File: config.mk
export PLATFORM = sky130hd
export DESIGN_NAME = psmad_unit
export DESIGN_NICKNAME = d
export VERILOG_FILES = /design/src/rtl/psmad_pkg.sv /design/src/rtl/psmad_extract.sv /design/src/rtl/psmad_madd.sv /design/src/rtl/psmad_unit.sv
export SDC_FILE = /design/constraint.sdc
export NUM_CORES = 1
export LEC_CHECK = 0
export BUFFER_PORTS_ARGS = -buffer_cell sky130_fd_sc_hd__buf_2
export CELL_PAD_IN_SITES_DETAIL_PLACEMENT = 2
export CELL_PAD_IN_SITES_GLOBAL_PLACEMENT = 2
export CORE_UTILIZATION = 41
export DETAILED_ROUTE_END_ITERATION = 10
export GPL_TIMING_DRIVEN = 0
export HOLD_SLACK_MARGIN = 0.06
export PLACE_DENSITY_LB_ADDON = 0.1
export RECOVER_POWER = 50
export SYNTH_ARGS = -nofsm -noshare
export SYNTH_HDL_FRONTEND = slang
export SYNTH_SLANG_ARGS = --single-unit
File: constraint.sdc
create_clock -name clk -period 1.5 [get_ports clk]
set_input_delay 0.45 -clock clk [delete_from_list [all_inputs] [get_ports clk]]
set_output_delay 0.45 -clock clk [all_outputs]
set_load 0.03 [all_outputs]
File: src/rtl/psmad_pkg.sv
package psmad_pkg;

  typedef enum logic [1:0] {
    SZ_HALF_LO = 2'd0,
    SZ_HALF_HI = 2'd1,
    SZ_WORD    = 2'd2,
    SZ_BAD     = 2'd3
  } psmad_size_e;

  typedef enum logic [1:0] {
    SH_NONE  = 2'd0,
    SH_R7    = 2'd1,
    SH_R15   = 2'd2,
    SH_NONE3 = 2'd3
  } psmad_shift_e;

endpackage

File: src/rtl/psmad_extract.sv
module psmad_extract
  import psmad_pkg::*;
#(
  parameter int DATA_W = 32,
  parameter int BYTE_W = 8,
  localparam int HALF_W = DATA_W / 2,
  localparam int OPND_W = HALF_W + 1,
  localparam int LANES  = DATA_W / BYTE_W,
  localparam int SEL_W  = $clog2(LANES)
) (
  input  logic [DATA_W-1:0] src,
  input  logic              byte_mode,
  input  logic [SEL_W-1:0]  lane,
  input  logic [1:0]        size,
  input  logic              is_signed,
  output logic [OPND_W-1:0] opnd,
  output logic              word_sel,
  output logic              bad_sel
);

  logic [BYTE_W-1:0] lane_val [LANES];
  logic [BYTE_W-1:0] byte_pick;
  logic [HALF_W-1:0] half_pick;

  for (genvar g = 0; g < LANES; g++) begin : g_lane
    assign lane_val[g] = src[g*BYTE_W +: BYTE_W];
  end

  assign byte_pick = lane_val[lane];
  assign half_pick = (psmad_size_e'(size) == SZ_HALF_HI) ? src[DATA_W-1:HALF_W]
                                                         : src[HALF_W-1:0];

  always_comb begin
    word_sel = 1'b0;
    bad_sel  = 1'b0;
    opnd     = '0;
    if (byte_mode) begin
      opnd = {{(OPND_W-BYTE_W){is_signed & byte_pick[BYTE_W-1]}}, byte_pick};
    end else begin
      case (psmad_size_e'(size))
        SZ_HALF_LO, SZ_HALF_HI: opnd = {is_signed & half_pick[HALF_W-1], half_pick};
        SZ_WORD:                word_sel = 1'b1;
        default:                bad_sel  = 1'b1;
      endcase
    end
  end

endmodule

File: src/rtl/psmad_madd.sv
module psmad_madd
  import psmad_pkg::*;
#(
  parameter int DATA_W = 32,
  localparam int OPND_W = DATA_W / 2 + 1,
  localparam int SUM_W  = 2 * OPND_W + 2
) (
  input  logic signed [OPND_W-1:0] op_a,
  input  logic signed [OPND_W-1:0] op_b,
  input  logic [DATA_W-1:0]        addend,
  input  logic                     res_signed,
  input  logic [1:0]               shift_sel,
  input  logic                     sat_en,
  input  logic                     force_zero,
  output logic [DATA_W-1:0]        res,
  output logic                     sat_hit
);

  localparam logic signed [SUM_W-1:0] S_MAX = SUM_W'((64'd1 << (DATA_W-1)) - 64'd1);
  localparam logic signed [SUM_W-1:0] S_MIN = ~S_MAX;
  localparam logic signed [SUM_W-1:0] U_MAX = SUM_W'((64'd1 << DATA_W) - 64'd1);
  localparam logic signed [SUM_W-1:0] U_MIN = '0;

  logic signed [SUM_W-1:0] prod, c_ext, sum, shifted, hi_lim, lo_lim;
  logic                    over, under;

  assign prod   = op_a * op_b;
  assign c_ext  = res_signed ? {{(SUM_W-DATA_W){addend[DATA_W-1]}}, addend}
                             : {{(SUM_W-DATA_W){1'b0}}, addend};
  assign sum    = prod + c_ext;

  always_comb begin
    case (psmad_shift_e'(shift_sel))
      SH_R7:   shifted = sum >>> 7;
      SH_R15:  shifted = sum >>> 15;
      default: shifted = sum;
    endcase
  end

  assign hi_lim = res_signed ? S_MAX : U_MAX;
  assign lo_lim = res_signed ? S_MIN : U_MIN;
  assign over   = shifted > hi_lim;
  assign under  = shifted < lo_lim;

  always_comb begin
    sat_hit = 1'b0;
    if (force_zero) begin
      res = '0;
    end else if (sat_en && over) begin
      res     = hi_lim[DATA_W-1:0];
      sat_hit = 1'b1;
    end else if (sat_en && under) begin
      res     = lo_lim[DATA_W-1:0];
      sat_hit = 1'b1;
    end else begin
      res = shifted[DATA_W-1:0];
    end
  end

endmodule

File: src/rtl/psmad_unit.sv
module psmad_unit
  import psmad_pkg::*;
#(
  parameter int DATA_W = 32,
  parameter int BYTE_W = 8,
  localparam int HALF_W = DATA_W / 2,
  localparam int OPND_W = HALF_W + 1,
  localparam int SEL_W  = $clog2(DATA_W / BYTE_W)
) (
  input  logic              clk,
  input  logic              rst_n,
  input  logic              in_valid,
  input  logic [DATA_W-1:0] src_a,
  input  logic [DATA_W-1:0] src_b,
  input  logic [HALF_W-1:0] imm_b,
  input  logic [DATA_W-1:0] src_c,
  input  logic              b_from_reg,
  input  logic              a_sign,
  input  logic              b_sign,
  input  logic              a_byte,
  input  logic [SEL_W-1:0]  a_lane,
  input  logic [1:0]        a_size,
  input  logic              b_byte,
  input  logic [SEL_W-1:0]  b_lane,
  input  logic [1:0]        b_size,
  input  logic [1:0]        shift_sel,
  input  logic              sat_en,
  input  logic              flag_en,
  output logic              out_valid,
  output logic [DATA_W-1:0] result,
  output logic              illegal,
  output logic              flag_zero,
  output logic              flag_neg,
  output logic              flag_sat
);

  logic [OPND_W-1:0] a_op, b_reg_op, b_op;
  logic              a_word, a_bad, b_word, b_bad;
  logic              res_signed, force_zero, sat_hit;
  logic [DATA_W-1:0] res_nxt;

  // next-state values
  logic              valid_d, illegal_d, zero_d, neg_d, sat_d;
  logic              data_en, flag_upd;

  psmad_extract #(.DATA_W(DATA_W), .BYTE_W(BYTE_W)) u_ext_a (
    .src(src_a), .byte_mode(a_byte), .lane(a_lane), .size(a_size),
    .is_signed(a_sign), .opnd(a_op), .word_sel(a_word), .bad_sel(a_bad)
  );

  psmad_extract #(.DATA_W(DATA_W), .BYTE_W(BYTE_W)) u_ext_b (
    .src(src_b), .byte_mode(b_byte), .lane(b_lane), .size(b_size),
    .is_signed(b_sign), .opnd(b_reg_op), .word_sel(b_word), .bad_sel(b_bad)
  );

  assign b_op       = b_from_reg ? b_reg_op : {b_sign & imm_b[HALF_W-1], imm_b};
  assign res_signed = a_sign | b_sign;
  assign force_zero = a_word | a_bad | (b_from_reg & (b_word | b_bad));

  psmad_madd #(.DATA_W(DATA_W)) u_madd (
    .op_a(a_op), .op_b(b_op), .addend(src_c), .res_signed(res_signed),
    .shift_sel(shift_sel), .sat_en(sat_en), .force_zero(force_zero),
    .res(res_nxt), .sat_hit(sat_hit)
  );

  always_comb begin
    valid_d   = in_valid;
    data_en   = in_valid;
    flag_upd  = in_valid & flag_en;
    illegal_d = a_word | (b_from_reg & b_word);
    zero_d    = (res_nxt == '0);
    neg_d     = res_nxt[DATA_W-1];
    sat_d     = sat_hit;
  end

  always_ff @(posedge clk or negedge rst_n) begin
    if (!rst_n) begin
      out_valid <= 1'b0;
    end else begin
      out_valid <= valid_d;
    end
  end

  always_ff @(posedge clk or negedge rst_n) begin
    if (!rst_n) begin
      result  <= '0;
      illegal <= 1'b0;
    end else if (data_en) begin
      result  <= res_nxt;
      illegal <= illegal_d;
    end
  end

  always_ff @(posedge clk or negedge rst_n) begin
    if (!rst_n) begin
      flag_zero <= 1'b0;
      flag_neg  <= 1'b0;
      flag_sat  <= 1'b0;
    end else if (flag_upd) begin
      flag_zero <= zero_d;
      flag_neg  <= neg_d;
      flag_sat  <= sat_d;
    end
  end

endmodule

==> qor.csv, run 1 <==
metric;value;unit
outcome;did not finish;
failing step;global routing (5_1_grt);
first error;[ERROR GRT-0232] Routing congestion too high. Check the congestion heatmap in the GUI.;
share of flip-flops with an asynchronous set or reset;1.00;
Max Root-Sink Buffers;2;
sequential element share of the synthesized area;0.0530;
Mapped Nets;2656;
worst setup endpoint GRT;flag_zero$_DFFE_PN0P_/D;
synth unique cells;85;
gpl congestion;0.888;
Post-synth EDFFs;0;
Chip Width;208;um
DP HPWL;59.7;mm
Syn Inst Count;2059;
Num Clock Sinks;37;
die height;208;um
PortBufs;161;
yosys warns;0;
Main synth FF type;dfrtp_1;
CTS H-tree depth;2;
# rows;75;
starting density of the core;0.416;
mapped cell area;17500;sq um
Synth Area per Inst;8.49;sq um
Ports;169;
WEP type;register data pin;
total CTS buffers;5;
GR Overflow Total;9;
initial antenna violation count;15;
total track usage;0.673;
largest net degree at the start of global routing;38;
Root Buffer;clkbuf_16;
flops & latches, synth;37;
-- cell usage after synthesis (9+ instances only) --
| cell type | count | share of area |
|---|---|---|
| nor3_1 | 15 | 0.0043 |
| nand2_1 | 190 | 0.041 |
| clkbuf_1 | 70 | 0.015 |
| xnor2_1 | 14 | 0.0070 |
| a21oi_2 | 13 | 0.0065 |
| a211oi_1 | 9 | 0.0039 |
| fa_1 | 351 | 0.40 |
| o21a_1 | 23 | 0.0099 |
| o21ai_0 | 38 | 0.011 |
| xor2_1 | 9 | 0.0045 |
| nor2_1 | 232 | 0.050 |
| a21o_1 | 24 | 0.010 |
| and2_1 | 18 | 0.0064 |
| nand2b_1 | 20 | 0.0072 |
| nand4_1 | 12 | 0.0043 |
| a21oi_1 | 63 | 0.018 |
| inv_1 | 491 | 0.11 |
| a31oi_1 | 13 | 0.0047 |
| o21ai_1 | 22 | 0.0063 |
| ha_1 | 114 | 0.082 |
| o2bb2ai_1 | 29 | 0.015 |
| buf_2 | 10 | 0.0029 |
| mux4_2 | 16 | 0.021 |
| nor2_2 | 10 | 0.0036 |
| mux2i_1 | 34 | 0.019 |
| nand3_1 | 16 | 0.0046 |
| o211ai_1 | 13 | 0.0056 |
| dfrtp_1 | 37 | 0.053 |
-- stage by stage --
| step | instances | instance area [sq um] | setup slack (ns) | hold slack (ns) |
|---|---|---|---|---|
| CTS | 2859 | 21400 | -7.74 | 0.291 |
| detailed placement | 2759 | 19200 | -9.41 | 0.472 |
| global placement | 2759 | 19200 | -9.22 | 0.466 |
| floorplan | 2059 | 17700 | -7.35 | 0.154 |
-- cell families after synthesis --
logic type,synth area share
xor+xnor,0.0125
buf+inv,0.127
fa+ha+maj,0.484
flops,0.0530
simple gates,0.142
compound gates,0.139
mux,0.0440
-- what timing repair did --
item,in CTS
pin swaps,33
endpoints found under the setup margin,36
gates resized for setup,256
gates cloned,8
setup buffers,96
hold buffers,0
hold endpoints to repair,0
-- per-layer routing --
layer,GRT usage,overflow
met3,0.450,0
met1,0.647,0
met5,0.0990,0
met4,0.722,7
met2,0.912,2
==> run 2, diff against run 1 <==
--- a/config.mk
+++ b/config.mk
@@ -6,13 +6,10 @@
 export NUM_CORES = 1
 export LEC_CHECK = 0
 export BUFFER_PORTS_ARGS = -buffer_cell sky130_fd_sc_hd__buf_2
-export CELL_PAD_IN_SITES_DETAIL_PLACEMENT = 2
-export CELL_PAD_IN_SITES_GLOBAL_PLACEMENT = 2
-export CORE_UTILIZATION = 41
+export CORE_UTILIZATION = 40
 export DETAILED_ROUTE_END_ITERATION = 10
 export GPL_TIMING_DRIVEN = 0
-export HOLD_SLACK_MARGIN = 0.06
-export PLACE_DENSITY_LB_ADDON = 0.1
+export PLACE_DENSITY_LB_ADDON = 0.15
 export RECOVER_POWER = 50
 export SYNTH_ARGS = -nofsm -noshare
 export SYNTH_HDL_FRONTEND = slang
==> run 2 against run 1 <==
Effect of this change: area after synthesis unchanged; synthesized cell count unchanged; the flow now finishes, with violations (setup timing).
==> qor.csv, run 2 <==
metric;value;unit
outcome;finished with violations;
failing checks;setup timing;
vias in the first global route;16100;
PortBufs;161;
Layout area overhead;28.8;%
GR Overflow Total;0;
max frequency;0.110;GHz
first-pass iteration count of the detailed router;5;
Worst EP required;1.66;ns
die area;44500;sq um
share of flip-flops with an asynchronous set or reset;1.00;
commonest cells in the netlist;inv_1 (491), fa_1 (351), nor2_1 (232);
clock latency on the worst-skew pair;0.28;ns
Synth Area per Inst;8.49;sq um
CP startpoint kind;input port;
fin. max-slew vios;0;
Syn Inst Count;2059;
die height;211;um
flops & latches, synth;37;
WP data arrival;9.25;ns
total CTS buffers;5;
Chip Width;211;um
Slowest-stage cell, CP;fa_2;
post-synth top area cell;fa_1;
share of post-route cells with drive strength above 1;0.287;
yosys warns;0;
total track usage;0.269;
crit path kind;input port to flop;
# rows;76;
Hold Slack;0.288;ns
vias per cell;5.27;
number of flip-flops under the largest register name;32;
Biggest register;result;
gpl congestion;0.937;
most common cell after layout, fill and taps aside;inv_1;
initial antenna violation count;0;
drt initial violations;946;
starting density of the core;0.406;
Setup Total Neg Slack;-261.02;ns
fin crit share;6.06;
synth unique cells;85;
PnR worst setup slack;-7.59;ns
WL/cell;19.9;um
vias;15600;
Synth top area share;0.402;
most common cell in the netlist;inv_1;
Hold Buf Count CTS;0;
# diodes;0;
DP HPWL;47.1;mm
post-route ant nets;0;
area of the core;43100;sq um
worst slew pin tran;0.933;ns
fin util;0.523;
most frequent cells in the layout;inv_1 (470), fa_1 (330), nor2_1 (219);
Max Root-Sink Buffers;2;
Clock Skew;0;ns
Ports;169;
sequential element share of the synthesized area;0.0530;
worst path buffer plus inverter count;8;
mapped cell area;17500;sq um
final-report hold violation count;0;
final wirelength;59.0;mm
Root Buffer;clkbuf_16;
Mapped Nets;2656;
final instance area;22500;sq um
Post-synth EDFFs;0;
DP Area;19300;sq um
DRC Markers;0;
RSZ-0062 raised after global routing;true;
Nets;2975;
hold crit path type;input port to flop;
max-cap viol count;0;
largest net degree at the start of global routing;38;
largest cells by area after synthesis;fa_1 (40%), inv_1 (11%), ha_1 (8.2%), dfrtp_1 (5.3%), nor2_1 (5.0%);
CTS tree;done;
CTS H-tree depth;2;
Crit path largest cell delay;0.62;ns
CP Capture Type;flop;
CP Max Fanout;7;
Tmin final;9.09;ns
kind of cell adding the most delay to the critical path;adder cells;
setup violators final;35;
first-pass GRT wire length;91.7;mm
Main synth FF type;dfrtp_1;
CP most frequent cell;fa_2;
Num Clock Sinks;37;
clock-pin slew on the worst setup and hold paths;0.06;ns
worst rel slew slack;0.378;
==> run 2: cell counts after synthesis <==
Identical to the previous run, type by type.
==> run 2: repair_timing <==
action,in CTS,in global routing
setup buffers,82,78
cloned,5,2
setup endpoints to repair,36,36
pin swaps,58,100
resized for setup,252,168
==> run 2: cell type report <==
type | count | area, sq um
Multi-Input combinational cell | 1442 | 15800
Inverter | 491 | 1850
Sequential cell | 37 | 926
Clock inverter | 1 | 30.0
Clock buffer | 7 | 143
Buffer | 77 | 779
Fill cell | 4121 | 20600
Timing Repair Buffer | 324 | 2250
Tap cell | 585 | 732
==> run 2: layer usage <==
metal,GRT usage,vias up,share of wire
li1,-,7118,-
met1,0.366,7911,0.43
met2,0.458,502,0.48
met3,0.0274,86,0.057
met4,0.0665,0,0.031
met5,0,-,0
==> run 2: cell families after synthesis <==
group                      count (synthesis)  share of synthesized area
buffers and inverters                    581                      0.127
and+or+nand+nor                          561                      0.142
adders and majority gates                465                      0.484
AOI/OAI and AO/OA                        335                      0.139
muxes                                     56                     0.0440
DFF                                       37                     0.0530
xor gates and xnor gates                  24                     0.0125
==> run 2: worst paths after layout <==
path,from,to,slack [ns],cells after the start
setup / recovery,a_lane[0],flag_zero,-7.59,38
hold reg to reg,result[4],result[4],0.48,1
max in group asynchronous,rst_n,flag_sat,0.62,1
setup reg to reg,flag_zero,flag_zero,0.65,2
hold / removal,in_valid,out_valid,0.29,1
min in group asynchronous,rst_n,out_valid,0.30,1
==> run 2: metrics by stage <==
stage / setup slack, ns / cells
after floorplan: -7.35 / 2059
after global placement: -9.05 / 2805
after detailed placement: -9.04 / 2805
after CTS: -7.61 / 2888
after global routing: -7.74 / 2964
final: -7.59 / 2964
Power of run 2 is left out: the tool's default activity adds up to more than one toggle a clock period on the data nets, which glitch-free logic cannot reach.
